===== src/rtl/tot_pkg.sv =====
package tot_pkg;

  typedef enum logic {
    CH_IDLE = 1'b0,
    CH_RUN  = 1'b1
  } ch_state_e;

  // Timeout length in clocks for a given duration value.
  function automatic int unsigned tot_span(input int unsigned dur,
                                           input int unsigned shift,
                                           input int unsigned base);
    return (dur << shift) + base;
  endfunction

endpackage


===== src/rtl/tot_dur_reg.sv =====
module tot_dur_reg #(
  parameter int unsigned DUR_W = 8
) (
  input  logic             clk,
  input  logic             rst_n,
  input  logic             wr_en,
  input  logic [DUR_W-1:0] wr_data,
  output logic [DUR_W-1:0] dur_q
);

  always_ff @(posedge clk) begin
    if (!rst_n) dur_q <= '0;
    else if (wr_en) dur_q <= wr_data;
  end

  AST_DUR_LOAD: assert property (@(posedge clk) disable iff (!rst_n)
    wr_en |=> dur_q == $past(wr_data));
  AST_DUR_HOLD: assert property (@(posedge clk) disable iff (!rst_n)
    !wr_en |=> $stable(dur_q));

endmodule


===== src/rtl/tot_span_calc.sv =====
module tot_span_calc #(
  parameter int unsigned DUR_W       = 8,
  parameter int unsigned SCALE_SHIFT = 16,
  parameter int unsigned BASE_CYC    = 128,
  parameter int unsigned CNT_W       = 24
) (
  input  logic [DUR_W-1:0] dur,
  output logic [CNT_W-1:0] span
);

  // One shared length computation feeds every channel.
  always_comb begin
    span = CNT_W'(tot_pkg::tot_span(int'(dur), SCALE_SHIFT, BASE_CYC));
  end

endmodule


===== src/rtl/tot_channel.sv =====
module tot_channel #(
  parameter int unsigned CNT_W = 24
) (
  input  logic             clk,
  input  logic             rst_n,
  input  logic             start,
  input  logic             cancel,
  input  logic [CNT_W-1:0] span,
  output logic             expire
);
  import tot_pkg::*;

  ch_state_e        st_q;
  logic [CNT_W-1:0] left_q;
  logic             exp_q;

  // Named internal events for the checks below.
  wire last_w = (st_q == CH_RUN) && (left_q == CNT_W'(1));
  wire fire_w = last_w && !start && !cancel;

  always_ff @(posedge clk) begin
    if (!rst_n) begin
      st_q   <= CH_IDLE;
      left_q <= '0;
      exp_q  <= 1'b0;
    end else begin
      exp_q <= fire_w;
      if (start) begin
        st_q   <= CH_RUN;
        left_q <= span;
      end else if (cancel || last_w) begin
        st_q   <= CH_IDLE;
        left_q <= '0;
      end else if (st_q == CH_RUN) begin
        left_q <= left_q - CNT_W'(1);
      end
    end
  end

  assign expire = exp_q;

  AST_START_LOAD: assert property (@(posedge clk) disable iff (!rst_n)
    start |=> (st_q == CH_RUN) && (left_q == $past(span)));
  AST_COUNT_STEP: assert property (@(posedge clk) disable iff (!rst_n)
    (st_q == CH_RUN && !start && !cancel && left_q > CNT_W'(1))
      |=> left_q == $past(left_q) - CNT_W'(1));
  AST_CANCEL_QUIET: assert property (@(posedge clk) disable iff (!rst_n)
    (cancel && !start) |=> !expire);
  AST_PULSE_ENDS: assert property (@(posedge clk) disable iff (!rst_n)
    expire |-> st_q == CH_IDLE);
  AST_EXPIRE_FROM_RUN: assert property (@(posedge clk) disable iff (!rst_n)
    expire |-> $past(st_q == CH_RUN));
  AST_START_SUPPRESS: assert property (@(posedge clk) disable iff (!rst_n)
    start |=> !expire);

endmodule


===== src/rtl/tot_timers.sv =====
module tot_timers #(
  parameter int unsigned DUR_W       = 8,
  parameter int unsigned SCALE_SHIFT = 16,
  parameter int unsigned BASE_CYC    = 128,
  parameter int unsigned NUM_CH      = 3
) (
  input  logic              clk,
  input  logic              rst_n,
  input  logic              dur_wr_en,
  input  logic [DUR_W-1:0]  dur_wr_data,
  output logic [DUR_W-1:0]  dur_value,
  input  logic [NUM_CH-1:0] start,
  input  logic [NUM_CH-1:0] cancel,
  output logic [NUM_CH-1:0] expire
);

  localparam int unsigned DUR_MAX  = (1 << DUR_W) - 1;
  localparam int unsigned MAX_SPAN = tot_pkg::tot_span(DUR_MAX, SCALE_SHIFT, BASE_CYC);
  localparam int unsigned CNT_W    = $clog2(MAX_SPAN + 1);

  logic [CNT_W-1:0] span_w;

  tot_dur_reg #(.DUR_W(DUR_W)) u_dur (
    .clk     (clk),
    .rst_n   (rst_n),
    .wr_en   (dur_wr_en),
    .wr_data (dur_wr_data),
    .dur_q   (dur_value)
  );

  tot_span_calc #(
    .DUR_W(DUR_W), .SCALE_SHIFT(SCALE_SHIFT),
    .BASE_CYC(BASE_CYC), .CNT_W(CNT_W)
  ) u_span (
    .dur  (dur_value),
    .span (span_w)
  );

  for (genvar g = 0; g < NUM_CH; g++) begin : g_ch
    tot_channel #(.CNT_W(CNT_W)) u_ch (
      .clk    (clk),
      .rst_n  (rst_n),
      .start  (start[g]),
      .cancel (cancel[g]),
      .span   (span_w),
      .expire (expire[g])
    );
  end

  AST_SPAN_RANGE: assert property (@(posedge clk) disable iff (!rst_n)
    (span_w >= CNT_W'(BASE_CYC)) && (span_w <= CNT_W'(MAX_SPAN)));
  AST_IDLE_AFTER_RESET: assert property (@(posedge clk)
    !rst_n |=> expire == '0);

endmodule


===== config.mk =====
export PLATFORM = sky130hd
export DESIGN_NAME = tot_timers
export DESIGN_NICKNAME = d
export VERILOG_FILES = /design/src/rtl/tot_pkg.sv /design/src/rtl/tot_dur_reg.sv /design/src/rtl/tot_span_calc.sv /design/src/rtl/tot_channel.sv /design/src/rtl/tot_timers.sv
export SDC_FILE = /design/constraint.sdc
export NUM_CORES = 1
export LEC_CHECK = 0
export CELL_PAD_IN_SITES_DETAIL_PLACEMENT = 1
export CELL_PAD_IN_SITES_GLOBAL_PLACEMENT = 2
export CORE_MARGIN = 2
export CORE_UTILIZATION = 39
export DETAILED_ROUTE_END_ITERATION = 12
export PLACE_DENSITY_LB_ADDON = 0.1
export SYNTH_ARGS = -nofsm -noshare
export SYNTH_HDL_FRONTEND = slang
export SYNTH_SLANG_ARGS = --single-unit

===== constraint.sdc =====
create_clock -name clk -period 6.6 [get_ports clk]
set_clock_uncertainty 0.2 [all_clocks]
set_input_delay 1.32 -clock clk [delete_from_list [all_inputs] [get_ports clk]]
set_output_delay 1.32 -clock clk [all_outputs]
set_load 0.02 [all_outputs]

==> flow_summary_export.csv <==
group,metric,value,unit
run_status,outcome,"complete, no violations",
place,hpwl,7680,um
power,pwr-share-seq,46.9,%
cells_and_area,nets,539,
drt,vias_per_cell,5.48,
clock_network,insertion_delay,0.38,ns
logic_synthesis,synth_top_cell_by_area,"dfxtp_1",
floorplan,rows,38,
logic_synthesis,synth-seq-cells,86,
floorplan,die_y,110,um
clock_network,clockBufferDepth,2,
setup_path,crit_path_start_kind,"input port",
setup_path,path_cells,"clkdlybuf4s50_1 > buf_4 > and2_1 > o21ai_2 > a311oi_1 > a31o_2",
timing,hold_viol_final,0,
logic_synthesis,synth_xor_area_share,9.28,%
setup_path,worst-path-stages,6,
setup_path,crit_family,"buffers and inverters",
logic_synthesis,synth_area_per_cell,8.67,um2
setup_path,endpoint,"g_ch[1].u_ch.left_q[17]",
logic_synthesis,ys_warn_count,0,
logic_synthesis,synthMuxAreaShare,3.23,%
global_routing,gr-total-overflow,0,
setup_path,crit_fanout,27,
logic_synthesis,synth_nets,524,
drt,wire_per_inst,16.5,um
drt,first_pass_iters,4,
power,total_power,1220,uW
clock_network,htreeDepth,3,
timing,min_period,3.40,ns
drt,initialDrtViolationCount,118,
global_routing,grt_pass1_wl,18300,um
clock_network,cts_hold_repair.buffers,0,
worst_hold_path,min_path_type,"flip-flop to flip-flop",
clock_network,numCtsBuffers,9,
power,switching_share,27.8,%
clock_network,cts_resized,0,
drt,route.detailed.drc,0,
power,clockPowerShare,36.8,%
logic_synthesis,synthFlopType,"dfxtp_1",
timing,slew_headroom,49.1,%
logic_synthesis,synth.cell_area,0.00434,mm2
drt,final_antenna_net_count,0,
global_routing,track_usage,19.7,%
floorplan,start_util,40.1,%
timing,setup_tns,0,ns
setup_path,crit_start,"rst_n",
timing,worstMarginPinSlew,0.757,ns
timing,setup_violations,0,
logic_synthesis,yosys-top-cells-area,"dfxtp_1 (40%), nor2_1 (5.7%), xnor2_1 (5.0%)",
logic_synthesis,synth_enable_flop_cells,0,
setup_path,critPathBufInv,2,
drt,via_count,3618,
logic_synthesis,postSynth.asyncResetShare,0,%
logic_synthesis,post_synth_fa_ha_maj_area_fraction,1.73,%
logic_synthesis,synthCells,501,
clock_network,root_buffer,"clkbuf_8",
clock_network,cts_setup_buffers,0,
run,max-cap-violations,0,
floorplan,core_region_area,0.0108,mm2
timing,fmax,294,MHz
power,leakage,0.00177,uW
logic_synthesis,synth_top_family_by_area,"simple AND/OR/NAND/NOR gates",
setup_path,crit_path_end_kind,"flip-flop",
setup_path,required,6.72,ns
floorplan,dieArea,0.0120,mm2
setup_path,cpMaxStageDelayCell,"clkdlybuf4s50_1",
clock_network,cts.sinks,86,
cells_and_area,diodes,0,
logic_synthesis,synth_compound_area_share,12.2,%
power,power.density,247,mW/mm2
setup_path,cp_slowest_stage_delay,0.91,ns
power,p_int,878,uW
place,portBuffers,27,
setup_path,cp.arrival,3.52,ns
floorplan,die_w,110,um
global_routing,antenna_found_initial,0,
power,comb_power_share,16.4,%
timing,rsz0062_at_grt,"no",
power,switching_power,338,uW
setup_path,critPathKind,"input port to flip-flop",
clock_network,cts.reportedPaths.clkPinSlew,0.09,ns
cells_and_area,area_growth,13.3,%
place,gp_congestion,0.775,
timing,report.final.slew_viol_count,0,
timing,fin_crit_sh,51.5,%
setup_path,worstRegToRegCells,5,
setup_path,r2r-start,"g_ch[2].u_ch.left_q[3]",
floorplan,io_pins,28,
cells_and_area,layout-drive-gt1-share,7.31,%
cells_and_area,final_common_cell,"dfxtp_1",
global_routing,grt_pass1_vias,3570,
global_routing,grt_max_degree,28,
logic_synthesis,netlist.area_leader.share,39.7,%
logic_synthesis,seq_area_frac_synth,39.7,%
setup_path,r2r_slack,3.72,ns
logic_synthesis,yosysUniqueCellTypes,64,
drt,drt-total-wl,10900,um
logic_synthesis,yosys.area_share.simple,30.6,%
setup_path,timing.rr.end,"g_ch[2].u_ch.left_q[21]",
clock_network,tritoncts,"built",
power,ir_worst_vdd,0.118,mV
cells_and_area,final_cell_mix,"dfxtp_1 (86), nor2_1 (66), nand2_1 (36)",
## sequential cells by signal, indices dropped and copies added, names as in the netlist
| signal | cells |
|---|---|
| g_ch.u_ch.st_q | 3 |
| g_ch.u_ch.left_q | 72 |
| g_ch.u_ch.expire | 3 |
| u_dur.dur_q | 8 |
## area by class of cell
class | count | area, um2
repair buffers | 28 | 278
fillers | 1302 | 5920
clock inverters | 6 | 111
flip-flops and latches | 86 | 1720
inverters | 9 | 33.8
well taps | 140 | 175
multi-input cells | 382 | 2470
clock buffers | 9 | 124
## through the flow
| stage | cells | area, um2 | utilization (%) | hold slack, ns | setup WS, ns |
|---|---|---|---|---|---|
| after floorplan | 501 | 4340 | - | 0.262 | 4.14 |
| after global placement | 645 | 4680 | 43.2 | 0.278 | 2.79 |
| after detailed placement | 645 | 4680 | 43.2 | 0.292 | 2.75 |
| after CTS | 660 | 4920 | 45.4 | 0.304 | 3.14 |
| after global routing | 660 | 4920 | 45.4 | 0.347 | 2.91 |
| final | 660 | 4920 | 45.4 | 0.300 | 3.20 |
## cell usage after synthesis (all sizes together) (2+ instances only)
| cell | number |
|---|---|
| a21oi | 17 |
| xnor2 | 25 |
| clkbuf | 11 |
| nor4b | 3 |
| a211oi | 5 |
| or4 | 4 |
| nand3 | 19 |
| a31oi | 4 |
| nand2 | 37 |
| inv | 9 |
| ha | 6 |
| a311oi | 2 |
| o211ai | 2 |
| and3 | 5 |
| dfxtp | 86 |
| or4b | 2 |
| nor4bb | 2 |
| nor4 | 24 |
| o21ai | 28 |
| o221a | 2 |
| nand4b | 3 |
| xor2 | 21 |
| nor3b | 3 |
| mux2i | 14 |
| nand4 | 8 |
| and4b | 2 |
| and4bb | 2 |
| buf | 13 |
| nor2 | 66 |
| a21o | 2 |
| o31ai | 5 |
| a22o | 3 |
| nand3b | 4 |
| nor3 | 17 |
| nor2b | 12 |
| and2 | 4 |
| or3 | 15 |
| nand2b | 2 |
| o21a | 2 |
## power by group through the flow
stage | clock (uW) | combinational (uW) | sequential (uW)
2_1_floorplan | 0 | 153 | 571
3_3_place_gp | 0 | 196 | 581
3_5_place_dp | 0 | 199 | 582
4_1_cts | 462 | 201 | 570
5_1_grt | 484 | 223 | 575
6_report | 447 | 199 | 570
## cells by family (layout without fill, tap and decap cells)
kind of cell / count (synthesis) / count (layout)
compound gates: 81 / 81
xor+xnor: 46 / 46
fa+ha+maj: 6 / 6
buf+inv: 33 / 52
flops: 86 / 86
mux: 14 / 14
simple gates: 235 / 235
## layer usage
metal | vias up | GRT usage (%) | wire (um)
met1 | 1739 | 28.1 | 5590
met2 | 47 | 29.8 | 4860
met3 | 13 | 2.90 | 255
li1 | 1819 | - | -
met5 | - | 0 | 0
met4 | 0 | 7.69 | 185
## worst min-delay path: stages (launching register included)
cell     delay [ns]
dfxtp_1        0.33
o21ai_0        0.07
a21oi_1        0.06
## worst min-delay path by stage
stage	from	end	cells past startpoint
after floorplan	g_ch[2].u_ch.left_q[6]	g_ch[2].u_ch.left_q[6]	2
after global placement	g_ch[2].u_ch.left_q[6]	g_ch[2].u_ch.left_q[6]	2
after detailed placement	g_ch[2].u_ch.left_q[6]	g_ch[2].u_ch.left_q[6]	2
after CTS	g_ch[2].u_ch.left_q[6]	g_ch[2].u_ch.left_q[6]	2
after global routing	g_ch[2].u_ch.left_q[6]	g_ch[2].u_ch.left_q[6]	2
final	g_ch[2].u_ch.left_q[6]	g_ch[2].u_ch.left_q[6]	2
(Power assumes the default switching activity.)
